**src/rtl/ppa_pkg.sv**
```systemverilog
package ppa_pkg;

    localparam int PPA_W  = 8;
    localparam int CTRL_W = 6;

    typedef enum logic [1:0] {
        SEL_DATA_A = 2'd0,
        SEL_CTRL_A = 2'd1,
        SEL_DATA_B = 2'd2,
        SEL_CTRL_B = 2'd3
    } reg_sel_e;

    // control bit positions
    localparam int CB_E_EN    = 0;
    localparam int CB_E_RISE  = 1;
    localparam int CB_ACC_OUT = 2;
    localparam int CB_X_LVL   = 3;
    localparam int CB_X_SUB   = 4;
    localparam int CB_X_DRIVE = 5;

endpackage

```
**src/rtl/ppa_bus_capture.sv**
```systemverilog
module ppa_bus_capture #(
    parameter int W = ppa_pkg::PPA_W
) (
    input  logic         clk,
    input  logic         rst_n,
    input  logic         bus_phase,
    input  logic         sel,
    input  logic         rd_wr,
    input  logic [1:0]   rs,
    input  logic [W-1:0] wdata,
    output logic         cm_valid,
    output logic         cm_wr,
    output logic [1:0]   cm_rs,
    output logic [W-1:0] cm_data
);

    typedef struct packed {
        logic         ph;
        logic         act;
        logic         wr;
        logic [1:0]   rs;
        logic [W-1:0] data;
        logic         cv;
        logic         cwr;
        logic [1:0]   crs;
        logic [W-1:0] cdata;
    } cap_t;

    cap_t cap_d, cap_q;
    logic fall;

    always_comb begin
        cap_d    = cap_q;
        fall     = cap_q.ph && !bus_phase;
        cap_d.ph = bus_phase;
        cap_d.cv = 1'b0;
        if (fall && cap_q.act) begin
            cap_d.cv    = 1'b1;
            cap_d.cwr   = cap_q.wr;
            cap_d.crs   = cap_q.rs;
            cap_d.cdata = cap_q.data;
        end
        if (bus_phase && sel) begin
            cap_d.act  = 1'b1;
            cap_d.wr   = !rd_wr;
            cap_d.rs   = rs;
            cap_d.data = wdata;
        end else if (fall) begin
            cap_d.act = 1'b0;
        end
    end

    always_ff @(posedge clk) begin
        if (!rst_n) cap_q <= '0;
        else        cap_q <= cap_d;
    end

    assign cm_valid = cap_q.cv;
    assign cm_wr    = cap_q.cwr;
    assign cm_rs    = cap_q.crs;
    assign cm_data  = cap_q.cdata;

    // a commit is a single-cycle event
    p_commit_pulse_r4: assert property (@(posedge clk) disable iff (!rst_n)
        cm_valid |=> !cm_valid);

    // a commit follows a falling strobe
    p_commit_after_fall_r4: assert property (@(posedge clk) disable iff (!rst_n)
        (!cm_valid && cap_q.ph && !bus_phase && cap_q.act) |=> cm_valid);

endmodule

```
**src/rtl/ppa_side.sv**
```systemverilog
module ppa_side
    import ppa_pkg::*;
#(
    parameter int W = PPA_W
) (
    input  logic              clk,
    input  logic              rst_n,
    input  logic              wr_data,
    input  logic              wr_ctrl,
    input  logic              rd_data,
    input  logic [W-1:0]      wdata,
    input  logic [CTRL_W-1:0] ctrl_wdata,
    input  logic [W-1:0]      pin_in,
    input  logic              edge_in,
    input  logic              aux_in,
    output logic [W-1:0]      pin_out,
    output logic [W-1:0]      pin_oe,
    output logic              aux_out,
    output logic              aux_oe,
    output logic              irq,
    output logic [W-1:0]      data_rd,
    output logic [CTRL_W+1:0] ctrl_rd
);

    typedef struct packed {
        logic [W-1:0]      ddr;
        logic [W-1:0]      orr;
        logic [CTRL_W-1:0] cr;
        logic              f1;
        logic              f2;
        logic              e_q;
        logic              x_q;
    } side_t;

    side_t s_d, s_q;
    logic  hit1, hit2;
    logic [W-1:0] port_val;

    always_comb begin
        s_d     = s_q;
        s_d.e_q = edge_in;
        s_d.x_q = aux_in;
        hit1 = (edge_in != s_q.e_q) && (edge_in == s_q.cr[CB_E_RISE]);
        hit2 = !s_q.cr[CB_X_DRIVE] && (aux_in != s_q.x_q)
               && (aux_in == s_q.cr[CB_X_SUB]);
        if (wr_data) begin
            if (s_q.cr[CB_ACC_OUT]) s_d.orr = wdata;
            else                    s_d.ddr = wdata;
        end
        if (wr_ctrl) s_d.cr = ctrl_wdata;
        if (rd_data && s_q.cr[CB_ACC_OUT]) begin
            s_d.f1 = 1'b0;
            s_d.f2 = 1'b0;
        end
        if (hit1) s_d.f1 = 1'b1;
        if (hit2) s_d.f2 = 1'b1;
    end

    always_ff @(posedge clk) begin
        if (!rst_n) s_q <= '0;
        else        s_q <= s_d;
    end

    always_comb begin
        port_val = (pin_in & ~s_q.ddr) | (s_q.orr & s_q.ddr);
        data_rd  = s_q.cr[CB_ACC_OUT] ? port_val : s_q.ddr;
        ctrl_rd  = {s_q.f1, s_q.f2, s_q.cr};
        pin_oe   = s_q.ddr;
        pin_out  = s_q.orr & s_q.ddr;
        aux_oe   = s_q.cr[CB_X_DRIVE];
        aux_out  = s_q.cr[CB_X_SUB] ? s_q.cr[CB_X_LVL] : 1'b1;
        irq      = (s_q.f1 & s_q.cr[CB_E_EN])
                 | (s_q.f2 & s_q.cr[CB_X_LVL] & ~s_q.cr[CB_X_DRIVE]);
    end

    // data address writes reach the register picked by bit 2
    p_or_write_r3: assert property (@(posedge clk) disable iff (!rst_n)
        (wr_data && s_q.cr[CB_ACC_OUT]) |=> (s_q.orr == $past(wdata)));
    p_ddr_write_r3: assert property (@(posedge clk) disable iff (!rst_n)
        (wr_data && !s_q.cr[CB_ACC_OUT]) |=> (s_q.ddr == $past(wdata)));

    // an active edge on the edge input latches flag 1
    p_edge_sets_r6: assert property (@(posedge clk) disable iff (!rst_n)
        ((edge_in != s_q.e_q) && (edge_in == s_q.cr[CB_E_RISE])) |=> s_q.f1);

    // a clearing read with no concurrent edge empties both flags
    p_read_clears_r9: assert property (@(posedge clk) disable iff (!rst_n)
        (rd_data && s_q.cr[CB_ACC_OUT] && !hit1 && !hit2) |=> (!s_q.f1 && !s_q.f2));

    // control writes leave the flags alone
    p_flags_kept_r10: assert property (@(posedge clk) disable iff (!rst_n)
        (wr_ctrl && !rd_data && !hit1 && !hit2) |=>
            (s_q.f1 == $past(s_q.f1) && s_q.f2 == $past(s_q.f2)));

    // a driven auxiliary line never raises flag 2
    p_drive_no_flag_r8: assert property (@(posedge clk) disable iff (!rst_n)
        (s_q.cr[CB_X_DRIVE] && !s_q.f2) |=> !s_q.f2);

endmodule

```
**src/rtl/ppa_top.sv**
```systemverilog
module ppa_top
    import ppa_pkg::*;
#(
    parameter int W = PPA_W
) (
    input  logic         clk,
    input  logic         rst_n,
    input  logic         bus_phase,
    input  logic         sel,
    input  logic         rd_wr,
    input  logic [1:0]   rs,
    input  logic [W-1:0] wdata,
    output logic [W-1:0] rdata,
    input  logic [W-1:0] a_pin_in,
    output logic [W-1:0] a_pin_out,
    output logic [W-1:0] a_pin_oe,
    input  logic         a_edge_in,
    input  logic         a_aux_in,
    output logic         a_aux_out,
    output logic         a_aux_oe,
    output logic         a_irq,
    input  logic [W-1:0] b_pin_in,
    output logic [W-1:0] b_pin_out,
    output logic [W-1:0] b_pin_oe,
    input  logic         b_edge_in,
    input  logic         b_aux_in,
    output logic         b_aux_out,
    output logic         b_aux_oe,
    output logic         b_irq
);

    localparam int NSIDE = 2;

    logic         cm_valid, cm_wr;
    logic [1:0]   cm_rs;
    logic [W-1:0] cm_data;

    logic [NSIDE-1:0][W-1:0]        pin_in_v, pin_out_v, pin_oe_v, data_rd_v;
    logic [NSIDE-1:0][CTRL_W+1:0]   ctrl_rd_v;
    logic [NSIDE-1:0]               edge_v, aux_in_v, aux_out_v, aux_oe_v, irq_v;

    ppa_bus_capture #(.W(W)) u_cap (
        .clk      (clk),
        .rst_n    (rst_n),
        .bus_phase(bus_phase),
        .sel      (sel),
        .rd_wr    (rd_wr),
        .rs       (rs),
        .wdata    (wdata),
        .cm_valid (cm_valid),
        .cm_wr    (cm_wr),
        .cm_rs    (cm_rs),
        .cm_data  (cm_data)
    );

    assign pin_in_v[0] = a_pin_in;
    assign pin_in_v[1] = b_pin_in;
    assign edge_v      = {b_edge_in, a_edge_in};
    assign aux_in_v    = {b_aux_in, a_aux_in};

    for (genvar g = 0; g < NSIDE; g++) begin : g_side
        localparam logic [1:0] RS_DATA = 2'(2 * g);
        localparam logic [1:0] RS_CTRL = 2'(2 * g + 1);

        logic hit_data, hit_ctrl;
        assign hit_data = cm_valid && (cm_rs == RS_DATA);
        assign hit_ctrl = cm_valid && (cm_rs == RS_CTRL);

        ppa_side #(.W(W)) u_side (
            .clk       (clk),
            .rst_n     (rst_n),
            .wr_data   (hit_data && cm_wr),
            .wr_ctrl   (hit_ctrl && cm_wr),
            .rd_data   (hit_data && !cm_wr),
            .wdata     (cm_data),
            .ctrl_wdata(cm_data[CTRL_W-1:0]),
            .pin_in    (pin_in_v[g]),
            .edge_in   (edge_v[g]),
            .aux_in    (aux_in_v[g]),
            .pin_out   (pin_out_v[g]),
            .pin_oe    (pin_oe_v[g]),
            .aux_out   (aux_out_v[g]),
            .aux_oe    (aux_oe_v[g]),
            .irq       (irq_v[g]),
            .data_rd   (data_rd_v[g]),
            .ctrl_rd   (ctrl_rd_v[g])
        );
    end

    always_comb begin
        rdata = '0;
        if (sel && rd_wr) begin
            case (reg_sel_e'(rs))
                SEL_DATA_A: rdata = data_rd_v[0];
                SEL_CTRL_A: rdata = W'(ctrl_rd_v[0]);
                SEL_DATA_B: rdata = data_rd_v[1];
                default:    rdata = W'(ctrl_rd_v[1]);
            endcase
        end
    end

    assign a_pin_out = pin_out_v[0];
    assign a_pin_oe  = pin_oe_v[0];
    assign a_aux_out = aux_out_v[0];
    assign a_aux_oe  = aux_oe_v[0];
    assign a_irq     = irq_v[0];
    assign b_pin_out = pin_out_v[1];
    assign b_pin_oe  = pin_oe_v[1];
    assign b_aux_out = aux_out_v[1];
    assign b_aux_oe  = aux_oe_v[1];
    assign b_irq     = irq_v[1];

    // a commit aimed at side A leaves side B's drive untouched
    p_side_isolation_r11: assert property (@(posedge clk) disable iff (!rst_n)
        (cm_valid && !cm_rs[1]) |=> $stable(b_pin_oe) && $stable(b_pin_out));

endmodule

```
**config.mk**
```make
export PLATFORM = sky130hd
export DESIGN_NAME = ppa_top
export DESIGN_NICKNAME = d
export VERILOG_FILES = /design/src/rtl/ppa_pkg.sv /design/src/rtl/ppa_bus_capture.sv /design/src/rtl/ppa_side.sv /design/src/rtl/ppa_top.sv
export SDC_FILE = /design/constraint.sdc
export NUM_CORES = 1
export LEC_CHECK = 0
export BUFFER_PORTS_ARGS = -buffer_cell sky130_fd_sc_hd__buf_2
export CORE_AREA = 10 10 122 102
export DETAILED_ROUTE_END_ITERATION = 8
export DIE_AREA = 0 0 132 112
export PLACE_DENSITY = 0.71
export SYNTH_ARGS = -nofsm -noshare
export SYNTH_HDL_FRONTEND = slang
export SYNTH_HIERARCHICAL = 1
export SYNTH_SLANG_ARGS = --single-unit
```
**constraint.sdc**
```tcl
create_clock -name clk -period 1.45 [get_ports clk]
set_input_delay 0.145 -clock clk [delete_from_list [all_inputs] [get_ports clk]]
set_output_delay 0.145 -clock clk [all_outputs]
set_load 0.02 [all_outputs]
```
==> results by group, run 1 <==
Run status
  • Status: finished, violations left
  • Failing checks: negative setup slack

GRT
  • GRT Total Usage: ~14%
  • First-pass GRT wire length: ~17,000 um
  • Initial antenna violation count: 0
  • Vias in the first global route: around 3,300
  • Largest net degree at the start of global routing: 38
  • Global route overflow: 0

Critical path
  • Setup CP Type: reg -> out
  • Largest stage delay, worst path: between 0.3 and 0.4 ns
  • Critical Path Start Type: flip-flop
  • Slowest CP cell: dfxtp_4
  • CP endpoint kind: output pin
  • CP required: 1.31 ns
  • Crit-path cells: buf_8 -> a21oi_4 -> a31oi_4 -> mux2i_1 -> o22ai_1 -> buf_4
  • Critical path buffers and inverters: 2
  • Crit path max fanout: 8
  • CP top delay family: compound AO/OA/AOI/OAI gates
  • Arrival @ worst endpoint: between 1.5 and 2 ns
  • Worst reg2reg setup slack: ~0.13 ns

Yosys
  • Synthesized area per cell: between 8 and 9 um2
  • Async set-or-reset flop fraction in the synthesized netlist: 0%
  • Syn_nets: about 510
  • Seq/Total Area, Yosys: 39.3%
  • Cell variety after synth: 34
  • Mapped Cells: approximately 480
  • Synth top area share: about two fifths
  • Number of synthesized flops with an enable pin: 0
  • FF+latch count, synth: 77
  • YS warnings: 6
  • Synthesized area: 3920 um2
  • Synth area leader: dfxtp_1
  • Count leader, synth: nand2_1
  • Top cells by count, synth: nand2_1 (86), dfxtp_1 (77), buf_4 (46)
  • Top cells by area, synth: dfxtp_1 (39%), buf_4 (8.8%), nand2_1 (8.2%)
  • Top_reg_cell synth: dfxtp_1

Power and ir drop
  • Design Power: approximately 4.6 mW
  • Static Leak: about 1.8 nW
  • Pwr Density: 957 nW/um2
  • Largest vdd supply drop: a little over 0.6 mV

Finish
  • Layout cells sized above 1: 29.7%
  • Finished Core Util: between 40% and 50%
  • Layout area overhead: 23.1%
  • Final instance area: around 4800 um2
  • ANT cells: 0
  • Final cell count without fillers: ~670
  • Nets@finish: approximately 560

Timing
  • Fmax: around 560 MHz
  • Tmin final: 1.80 ns
  • Final worst clock skew: 0.00536 ns
  • Slew Viols, Final: 0
  • Final worst slack: -0.346 ns
  • RSZ-0062 raised after global routing: yes
  • Rel. slew slack: between 60% and 70%
  • Final hold slack: 0.0342 ns
  • Final setup violation count: 8
  • Hold Vio Cnt, Final: 0
  • Worst slew pin tran: between 0.4 and 0.5 ns
  • Final worst-path cycle share: 124%

CTS
  • Worst skew pair latency: about 0.33 ns
  • Hold Buf Count CTS: 0
  • CTS tree: done
  • CTS buffer count: 9
  • H-tree depth: 3
  • Root Driver: clkbuf_16
  • Max clock buf depth: 2
  • Clock slew at reported path FFs: about 0.060 ns
  • Clk sinks: between 70 and 80

Placement
  • Placed instance area: between 4000 and 5000 um2
  • Placed instance count: roughly 650
  • Routability cong.: around 0.9
  • Post-DP HPWL: between 8000 and 9000 um
  • PortBufs: 80

Floorplan
  • Rows: 33
  • Chip height: between 100 and 150 um
  • Starting Density: 39.1%
  • Die width: between 100 and 150 um
  • Ports: 81
  • Core Area: roughly 10,000 um2
  • Die area: ~15,000 um2

Routing
  • Drt total wl: between 10,000 and 15,000 um
  • Post-route ant nets: 0
  • Iteration-0 DRC Markers: between 200 and 300
  • Drt pass-1 iters: 5
  • WL/cell: 16.8 um
  • Vias per cell: 5.02
  • Vias: around 3,300
  • # DRC: 0

Flow run
  • Max-cap check violation count: 0

Hold path
  • HP Class: in -> reg
-- stage by stage --
step           worst slack (ns)  TNS (ns)
2_1_floorplan            0.0117         0
3_3_place_gp             -0.166    -0.714
3_5_place_dp             -0.166    -0.679
4_1_cts                  -0.305     -2.31
5_1_grt                  -0.406     -2.85
6_report                 -0.346     -2.37
-- layer usage --
layer  up-vias  part of all wire, %  global-route usage [%]
li1       1661                    -                       -
met1      1553                   48                    19.9
met4         0                 0.87                    3.18
met5         -                    0                       0
met2       119                   44                    22.0
met3        11                  7.0                    3.82
-- state kept, by name (all words and copies together) (netlist names) --
register               count
g_side.u_side/aux_oe       2
g_side.u_side/ctrl_rd     14
g_side.u_side/pin_oe      16
g_side.u_side/s_q         20
u_cap/cap_q               13
u_cap/cm_data              8
u_cap/cm_rs                2
u_cap/cm_valid             1
u_cap/cm_wr                1
-- area by class of cell --
type | count | area (um2)
well taps | 140 | 175
multi-input cells | 308 | 2020
flip-flops and latches | 77 | 1550
clock buffers | 11 | 253
repair buffers | 104 | 698
clock inverters | 4 | 47.5
fillers | 966 | 5210
inverters | 22 | 82.6
-- report_power, final --
group | switching (mW) | internal (mW) | total [mW]
Clock | 0.828 | 1.41 | 2.24
Sequential | 0.0220 | 2.14 | 2.17
Combinational | 0.114 | 0.104 | 0.217
Total | 0.963 | 3.66 | 4.62
-- placed cells by master (no fill, tap or decap), drive strengths merged, types with 2 or more instances in the layout --
master / instances
dfxtp: 77
nand2b: 6
nand3: 28
nand2: 86
inv: 22
buf: 103
nand3b: 4
nor2b: 14
a32o: 2
clkinv: 2
a31oi: 16
nand4: 2
clkbuf: 11
mux2i: 28
o22ai: 8
nor4b: 2
o21ai: 12
a21boi: 36
a21oi: 29
and2: 22
a22oi: 2
nor2: 8
-- timing repair --
| item | in CTS | in global routing |
|---|---|---|
| pin swaps | 7 | 8 |
| resized for setup | 38 | 22 |
| setup endpoints to repair | 8 | 33 |
| buffers inserted | 2 | 2 |
| gates cloned | 2 | 0 |
-- path summary, 6_finish.rpt --
check                                            startpoint  cells after the start                  endpoint
worst max register to register               u_cap/cm_rs[1]                      5  g_side[0].u_side/s_q[11]
worst min register to register              u_cap/cap_q[21]                      2            u_cap/cm_rs[1]
worst min-delay path                                  rd_wr                      2           u_cap/cap_q[22]
worst max-delay path            g_side[1].u_side/ctrl_rd[2]                      6                  rdata[5]
-- logic make-up (layout without fill, tap and decap cells) --
kind of cell           after synthesis  after routing  share of synthesized area [%]
AND/OR/NAND/NOR                    174            174                           21.5
AO/OA/AOI/OAI                      106            106                           17.1
buffers and inverters               91            141                           14.8
flip-flops                          77             77                           39.3
multiplexers                        28             28                           7.15
No activity file was read; power rests on OpenSTA's default activity.
==> inputs of run 2 (changes only) <==
--- a/config.mk
+++ b/config.mk
@@ -5,11 +5,13 @@
 export SDC_FILE = /design/constraint.sdc
 export NUM_CORES = 1
 export LEC_CHECK = 0
+export ABC_AREA = 1
 export BUFFER_PORTS_ARGS = -buffer_cell sky130_fd_sc_hd__buf_2
-export CORE_AREA = 10 10 122 102
+export CORE_AREA = 10 10 123 103
 export DETAILED_ROUTE_END_ITERATION = 8
-export DIE_AREA = 0 0 132 112
-export PLACE_DENSITY = 0.71
+export DIE_AREA = 0 0 133 113
+export MAX_ROUTING_LAYER = met4
+export PLACE_DENSITY = 0.7
 export SYNTH_ARGS = -nofsm -noshare
 export SYNTH_HDL_FRONTEND = slang
 export SYNTH_HIERARCHICAL = 1
==> results by group, run 2 <==
CTS
  • Worst skew pair latency: 0.34 ns (was 0.33 ns)
  • Max clock buf depth: 2 (unchanged)
  • CTS tree: done (unchanged)
  • Clock slew at reported path FFs: 0.06 ns (about the same)
  • Root Driver: clkbuf_16 (unchanged)
  • H-tree depth: 3 (unchanged)
  • CTS buffer count: 9 (unchanged)
  • Clk sinks: 77 (unchanged)

Placement
  • Post-DP HPWL: 7780 um (was 8060 um)
  • Routability cong.: 0.890 (about the same)
  • PortBufs: 80 (unchanged)
  • Placed instance count: 779 (was 646)
  • Placed instance area: 4190 um2 (was 4180 um2)
  • Dpl ws: 0.0441 ns (was -0.166 ns)

Finish
  • Most frequent cells in the layout: nor2_1 (154), nand2_1 (123), dfxtp_1 (75) (was nand2_1 (86), dfxtp_1 (72), buf_2 (72))
  • Final cell count without fillers: 798 (was 666)
  • Most flops, register: g_side.u_side/s_q (unchanged)
  • Area of the multi-input gates: 1770 um2 (was 2020 um2)
  • Layout area overhead: 15.8% (was 23.1%)
  • # fillers: 1,037 (was 966)
  • Most common cell after layout, fill and taps aside: nor2_1 (was nand2_1)
  • Layout cells sized above 1: 21.6% (was 29.7%)
  • Nets@finish: 688 (was 557)
  • Max reg flops: 20 (unchanged)
  • FF+latch area: 1550 um2 (about the same)
  • Final instance area: 4600 um2 (was 4830 um2)
  • ANT cells: 0 (unchanged)

Critical path
  • Setup CP Type: reg -> out (unchanged)
  • Arrival @ worst endpoint: 1.53 ns (was 1.65 ns)
  • Worst reg2reg setup slack: 0.15 ns (was 0.13 ns)
  • CP endpoint kind: output pin (unchanged)
  • Critical Path Start Type: flip-flop (unchanged)
  • R2R cell count: 5 (unchanged)
  • Crit path max fanout: 18 (was 8)
  • CP required: 1.31 ns (about the same)

Yosys
  • Post-synthesis mux area share: 0% (was 7.15%)
  • Syn_nets: 643 (was 511)
  • Mapped Cells: 608 (was 476)
  • Synth Area in Compound Gates: 11.6% (was 17.1%)
  • Async set-or-reset flop fraction in the synthesized netlist: 0% (unchanged)
  • Adder-Cell Fraction of Synth Area: 0% (unchanged)
  • Synthesized area per cell: 6.53 um2 (was 8.24 um2)
  • Post-Synth Simple-Gate Area: 32.2% (was 21.5%)
  • Synth top area share: 38.8% (was 39.3%)
  • Top cells by area, synth: dfxtp_1 (39%), nor2_1 (15%), nand2_1 (12%) (was dfxtp_1 (39%), buf_4 (8.8%), nand2_1 (8.2%))
  • Top cells by count, synth: nor2_1 (158), nand2_1 (124), dfxtp_1 (77) (was nand2_1 (86), dfxtp_1 (77), buf_4 (46))
  • FF+latch count, synth: 77 (unchanged)
  • Cell variety after synth: 23 (was 34)
  • Synthesized area: 3970 um2 (was 3920 um2)
  • Count leader, synth: nor2_1 (was nand2_1)
  • Xor/xnor share of the synthesized area: 0% (unchanged)
  • YS warnings: 6 (unchanged)
  • Seq/Total Area, Yosys: 38.8% (was 39.3%)
  • Top_reg_cell synth: dfxtp_1 (unchanged)
  • Main combinational cell family by area after synthesis: simple AND/OR/NAND/NOR gates (unchanged)
  • Synth area leader: dfxtp_1 (unchanged)
  • Number of synthesized flops with an enable pin: 0 (unchanged)

GRT
  • GRT Total Usage: 14.3% (was 14.5%)
  • Global route overflow: 0 (unchanged)
  • Largest net degree at the start of global routing: 77 (was 38)
  • First-pass GRT wire length: 17,100 um (was 17,500 um)
  • Initial antenna violation count: 0 (unchanged)
  • Vias in the first global route: 3,472 (was 3,274)

Power and ir drop
  • Largest vdd supply drop: 0.798 mV (was 0.619 mV)
  • Static Leak: 2.46 nW (was 1.80 nW)
  • Pwr Density: 1040 nW/um2 (was 957 nW/um2)

Timing
  • Worst slew pin tran: 0.370 ns (was 0.455 ns)
  • Hold Vio Cnt, Final: 0 (unchanged)
  • Final worst slack: -0.228 ns (was -0.346 ns)
  • Slew Viols, Final: 0 (unchanged)
  • Final hold slack: 0.0139 ns (was 0.0342 ns)
  • Fmax: 596 MHz (was 557 MHz)
  • Tmin final: 1.68 ns (was 1.80 ns)
  • Rel. slew slack: 75.3% (was 69.6%)
  • Final worst-path cycle share: 116% (was 124%)
  • RSZ-0062 raised after global routing: yes (unchanged)
  • Post-route setup TNS: -1.19 ns (was -2.37 ns)
  • Final setup violation count: 8 (unchanged)
  • Final worst clock skew: 0.00810 ns (was 0.00536 ns)

Floorplan
  • Chip height: 113 um (was 112 um)
  • Die width: 133 um (was 132 um)
  • Ports: 81 (unchanged)
  • Rows: 33 (unchanged)
  • Starting Density: 39.3% (was 39.1%)
  • Core Area: 10,100 um2 (was 10,000 um2)
  • Die area: 15,000 um2 (was 14,800 um2)

Routing
  • Vias per cell: 4.67 (was 5.02)
  • Vias: 3,725 (was 3,344)
  • Iteration-0 DRC Markers: 233 (was 252)
  • WL/cell: 13.1 um (was 16.8 um)
  • Post-route ant nets: 0 (unchanged)
  • Drt total wl: 10,400 um (was 11,200 um)
  • # DRC: 0 (unchanged)
  • Drt pass-1 iters: 5 (unchanged)

Hold path
  • HP Class: in -> reg (unchanged)
  • Hold path depth: 3 (was 2)

Run status
  • Status: finished, violations left (unchanged)
  • Failing checks: negative setup slack (unchanged)

Flow run
  • Max-cap check violation count: 0 (unchanged)
-- run 2: changes by cell type in the layout (fill, tap and decap cells not counted), sizes merged, moves of 16 or more --
| cell | before | now |
|---|---|---|
| a31oi | 16 | 0 |
| a21boi | 36 | 0 |
| nor2 | 8 | 161 |
| inv | 22 | 72 |
| nand2 | 86 | 130 |
| mux2i | 28 | 0 |
| o21ai | 12 | 80 |
| a21oi | 29 | 9 |
| and2 | 22 | 0 |
-- run 2: final timing paths --
kind,start,endpoint
setup / recovery,g_side[1].u_side/ctrl_rd[2],rdata[6]
hold / removal,a_edge_in,g_side[0].u_side/s_q[1]
setup reg to reg,u_cap/cm_rs[1],g_side[1].u_side/s_q[10]
hold reg to reg,u_cap/cap_q[21],u_cap/cap_q[21]
-- run 2: power breakdown --
| part | switching, mW | leakage (nW) | internal [mW] |
|---|---|---|---|
| Clock | 0.933 | 0.143 | 1.36 |
| Sequential | 0.0347 | 0.626 | 2.15 |
| Combinational | 0.171 | 1.69 | 0.112 |
-- run 2: critical path, stage by stage (launching register included) --
cell,delay (ns)
dfxtp_4,0.36
inv_8,0.11
buf_4,0.13
nor2_4,0.03
nand2_1,0.05
nand2_1,0.07
nand3_1,0.08
nand3_1,0.07
nand2_1,0.10
inv_1,0.04
buf_4,0.15
-- run 2: through the flow --
stage / power (mW) / util (%)
after floorplan: 2.42 / -
after global placement: 2.50 / 41.5
after detailed placement: 2.51 / 41.5
after CTS: 4.80 / 45.0
after global routing: 4.95 / 45.5
final: 4.76 / 45.5
-- run 2: cell type report --
class	instances	share of cell area, %
inverter	69	6.15
multi-input combinational	406	38.5
timing repair buffer	90	11.2
sequential	77	33.7
clock buffer	9	4.90
clock inverter	7	1.74
tap	140	3.81
-- run 2: kinds of logic after synthesis --
logic type / after synthesis
AND/OR/NAND/NOR: 317
flip-flops: 77
buffers and inverters: 125
AO/OA/AOI/OAI: 89
-- run 2: repair_timing --
action,4_1_cts,5_1_grt
setup buffers,2,0
hold buffers,1,0
endpoints found under the hold margin,1,0
setup endpoints to repair,8,24
pin swaps,0,1
resized for setup,16,16
-- run 2: metal layers --
metal | part of all wire (%) | global-route usage (%) | vias to the layer above
met1 | 48 | 18.0 | 1662
met2 | 43 | 21.8 | 123
met5 | 0 | - | -
met3 | 7.6 | 4.33 | 12
li1 | - | - | 1928
met4 | 1.3 | 3.59 | 0
==> inputs of run 3 (changes only) <==
--- a/config.mk
+++ b/config.mk
@@ -11,7 +11,7 @@
 export DETAILED_ROUTE_END_ITERATION = 8
 export DIE_AREA = 0 0 133 113
 export MAX_ROUTING_LAYER = met4
-export PLACE_DENSITY = 0.7
+export PLACE_DENSITY = 0.68
 export SYNTH_ARGS = -nofsm -noshare
 export SYNTH_HDL_FRONTEND = slang
 export SYNTH_HIERARCHICAL = 1
==> constraint.sdc (replaced) <==
create_clock -name clk -period 1.9 [get_ports clk]
set_input_delay 0.19 -clock clk [delete_from_list [all_inputs] [get_ports clk]]
set_output_delay 0.19 -clock clk [all_outputs]
set_load 0.02 [all_outputs]
==> results by group, run 3 (same netlist as run 2, synthesis figures left out) <==
Run status
  • Status: finished, final reports clean (was finished, violations left)

Finish
  • # fillers: 1,075 (was 1,037)
  • Finished Core Util: 44.4% (was 45.5%)
  • Max reg flops: 20 (unchanged)
  • Most flops, register: g_side.u_side/s_q (unchanged)
  • Layout area overhead: 13.2% (was 15.8%)
  • Nets@finish: 682 (was 688)
  • ANT cells: 0 (unchanged)
  • Layout cells sized above 1: 19.9% (was 21.6%)
  • Most common cell after layout, fill and taps aside: nor2_1 (unchanged)
  • Most frequent cells in the layout: nor2_1 (158), nand2_1 (124), buf_2 (78) (was nor2_1 (154), nand2_1 (123), dfxtp_1 (75))

Critical path
  • CP endpoint kind: output pin (unchanged)
  • Setup CP Type: reg -> out (unchanged)
  • CP top delay family: simple AND/OR/NAND/NOR gates (was buffers and inverters)
  • Critical path buffers and inverters: 3 (was 4)
  • CP required: 1.71 ns (was 1.31 ns)
  • Critical Path Start Type: flip-flop (unchanged)
  • Most frequent cell on the critical path: nand2_1 (unchanged)
  • Crit-path cells: clkinv_8 -> nor2_1 -> nand2_1 -> nand2_1 -> nand3_1 -> nand3_1 -> nand2_1 -> inv_1 -> buf_2 (was inv_8 -> buf_4 -> nor2_4 -> nand2_1 -> nand2_1 -> nand3_1 -> nand3_1 -> nand2_1 -> inv_1 -> buf_4)
  • Largest stage delay, worst path: 0.40 ns (was 0.36 ns)
  • Slowest CP cell: dfxtp_4 (unchanged)
  • Arrival @ worst endpoint: 1.64 ns (was 1.53 ns)
  • Crit path max fanout: 17 (was 18)

Placement
  • Dpl ws: 0.357 ns (was 0.0441 ns)
  • Routability cong.: 0.947 (was 0.890)
  • PortBufs: 80 (unchanged)
  • Post-DP HPWL: 7950 um (was 7780 um)

CTS
  • Hold Buf Count CTS: 0 (was 1)
  • Max clock buf depth: 2 (unchanged)
  • Clk sinks: 77 (unchanged)
  • Root Driver: clkbuf_16 (unchanged)
  • Worst skew pair latency: 0.35 ns (was 0.34 ns)
  • Clock slew at reported path FFs: 0.06 ns (about the same)
  • CTS buffer count: 9 (unchanged)
  • H-tree depth: 3 (unchanged)
  • CTS tree: done (unchanged)

Power and ir drop
  • Largest vdd supply drop: 0.572 mV (was 0.798 mV)
  • Pwr Density: 781 nW/um2 (was 1040 nW/um2)
  • Static Leak: 2.41 nW (was 2.46 nW)

GRT
  • Vias in the first global route: 3,375 (was 3,472)
  • Global route overflow: 0 (unchanged)
  • GRT Total Usage: 14.5% (was 14.3%)
  • Initial antenna violation count: 0 (unchanged)
  • First-pass GRT wire length: 17,100 um (about the same)
  • Largest net degree at the start of global routing: 77 (unchanged)

Routing
  • # DRC: 0 (unchanged)
  • Vias per cell: 4.67 (about the same)
  • WL/cell: 13.3 um (was 13.1 um)
  • Drt total wl: 10,600 um (was 10,400 um)
  • Post-route ant nets: 0 (unchanged)
  • Drt pass-1 iters: 5 (unchanged)
  • Iteration-0 DRC Markers: 332 (was 233)
  • Vias: 3,697 (was 3,725)

Timing
  • Final setup violation count: 0 (was 8)
  • Slew Viols, Final: 0 (unchanged)
  • Post-route setup TNS: 0 ns (was -1.19 ns)
  • Final worst clock skew: 0.00610 ns (was 0.00810 ns)
  • RSZ-0062 raised after global routing: yes (unchanged)
  • Final worst-path cycle share: about 96%
  • Final worst slack: 0.0705 ns (was -0.228 ns)
  • Final hold slack: 0.0338 ns (was 0.0139 ns)
  • Hold Vio Cnt, Final: 0 (unchanged)
  • Rel. slew slack: 70.3% (was 75.3%)
  • Worst slew pin tran: 0.442 ns (was 0.370 ns)
  • Tmin final: about 1.8 ns
  • Fmax: between 500 and 600 MHz

Floorplan
  • Starting Density: 39.3% (unchanged)
  • Rows: 33 (unchanged)
  • Chip height: 113 um (unchanged)
  • Die area: 15,000 um2 (unchanged)
  • Ports: 81 (unchanged)
  • Core Area: 10,100 um2 (unchanged)
  • Die width: 133 um (unchanged)

Flow run
  • Max-cap check violation count: 0 (unchanged)

Hold path
  • HP Class: in -> reg (unchanged)
## run 3: cell types whose count changed in the layout (fill, tap and decap cells not counted), moves of 2 or more
cell,before,now
o21ai_1,20,18
o21ai_0,55,57
buf_6,2,0
nor2_1,154,158
buf_2,73,78
inv_8,2,0
buf_4,13,4
clkinv_4,0,3
inv_6,4,0
nor2_2,5,1
## run 3: final timing paths
| path | from | to | slack [ns] | cells past startpoint |
|---|---|---|---|---|
| max | g_side[1].u_side/ctrl_rd[2] | rdata[3] | 0.07 | 9 |
| min | b_edge_in | g_side[1].u_side/s_q[1] | 0.03 | 3 |
| max reg2reg | u_cap/cm_rs[0] | g_side[0].u_side/s_q[10] | 0.51 | 8 |
| min reg2reg | u_cap/cap_q[13] | u_cap/cap_q[13] | 0.48 | 2 |
## run 3: worst register-to-register path, stage by stage, from the launching register on
cell	delay (ns)
dfxtp_1	0.35
inv_1	0.05
nand2_1	0.11
nor3_1	0.07
buf_4	0.15
nand2_2	0.16
clkinv_2	0.17
nor2_1	0.14
nor2_1	0.06
## run 3: layer usage
metal | global-route usage, % | share of wire [%]
met1 | 18.4 | 48
met2 | 20.8 | 42
met3 | 5.70 | 7.9
met4 | 4.17 | 1.2
met5 | - | 0
## run 3: per-stage QoR
stage / std cells / area (um2) / power, mW
finish: 792 / 4500 / 3.51
global route: 792 / 4500 / 3.65
CTS: 790 / 4450 / 3.54
detailed placement: 774 / 4160 / 1.91
global placement: 774 / 4160 / 1.91
floorplan: 608 / 3970 / 1.84
## run 3: power breakdown
group | switching [mW] | internal, mW | leakage [nW] | total (mW)
combinational | 0.128 | 0.0788 | 1.65 | 0.207
clock | 0.705 | 0.925 | 0.131 | 1.63
sequential | 0.0269 | 1.65 | 0.626 | 1.67
## run 3: layout make-up
class	count	area (um2)	share of cell area (%)
multi-input combinational	406	1760	39.1
sequential	77	1550	34.4
timing repair buffer	84	448	9.96
inverter	69	282	6.26
clock buffer	10	239	5.32
tap	140	175	3.90
clock inverter	6	48.8	1.09
## run 3: timing repair
item                                    CTS  global route
setup buffers                             0             2
gates resized for setup                   1            13
endpoints found under the setup margin    3             7
pin swaps                                 0             2
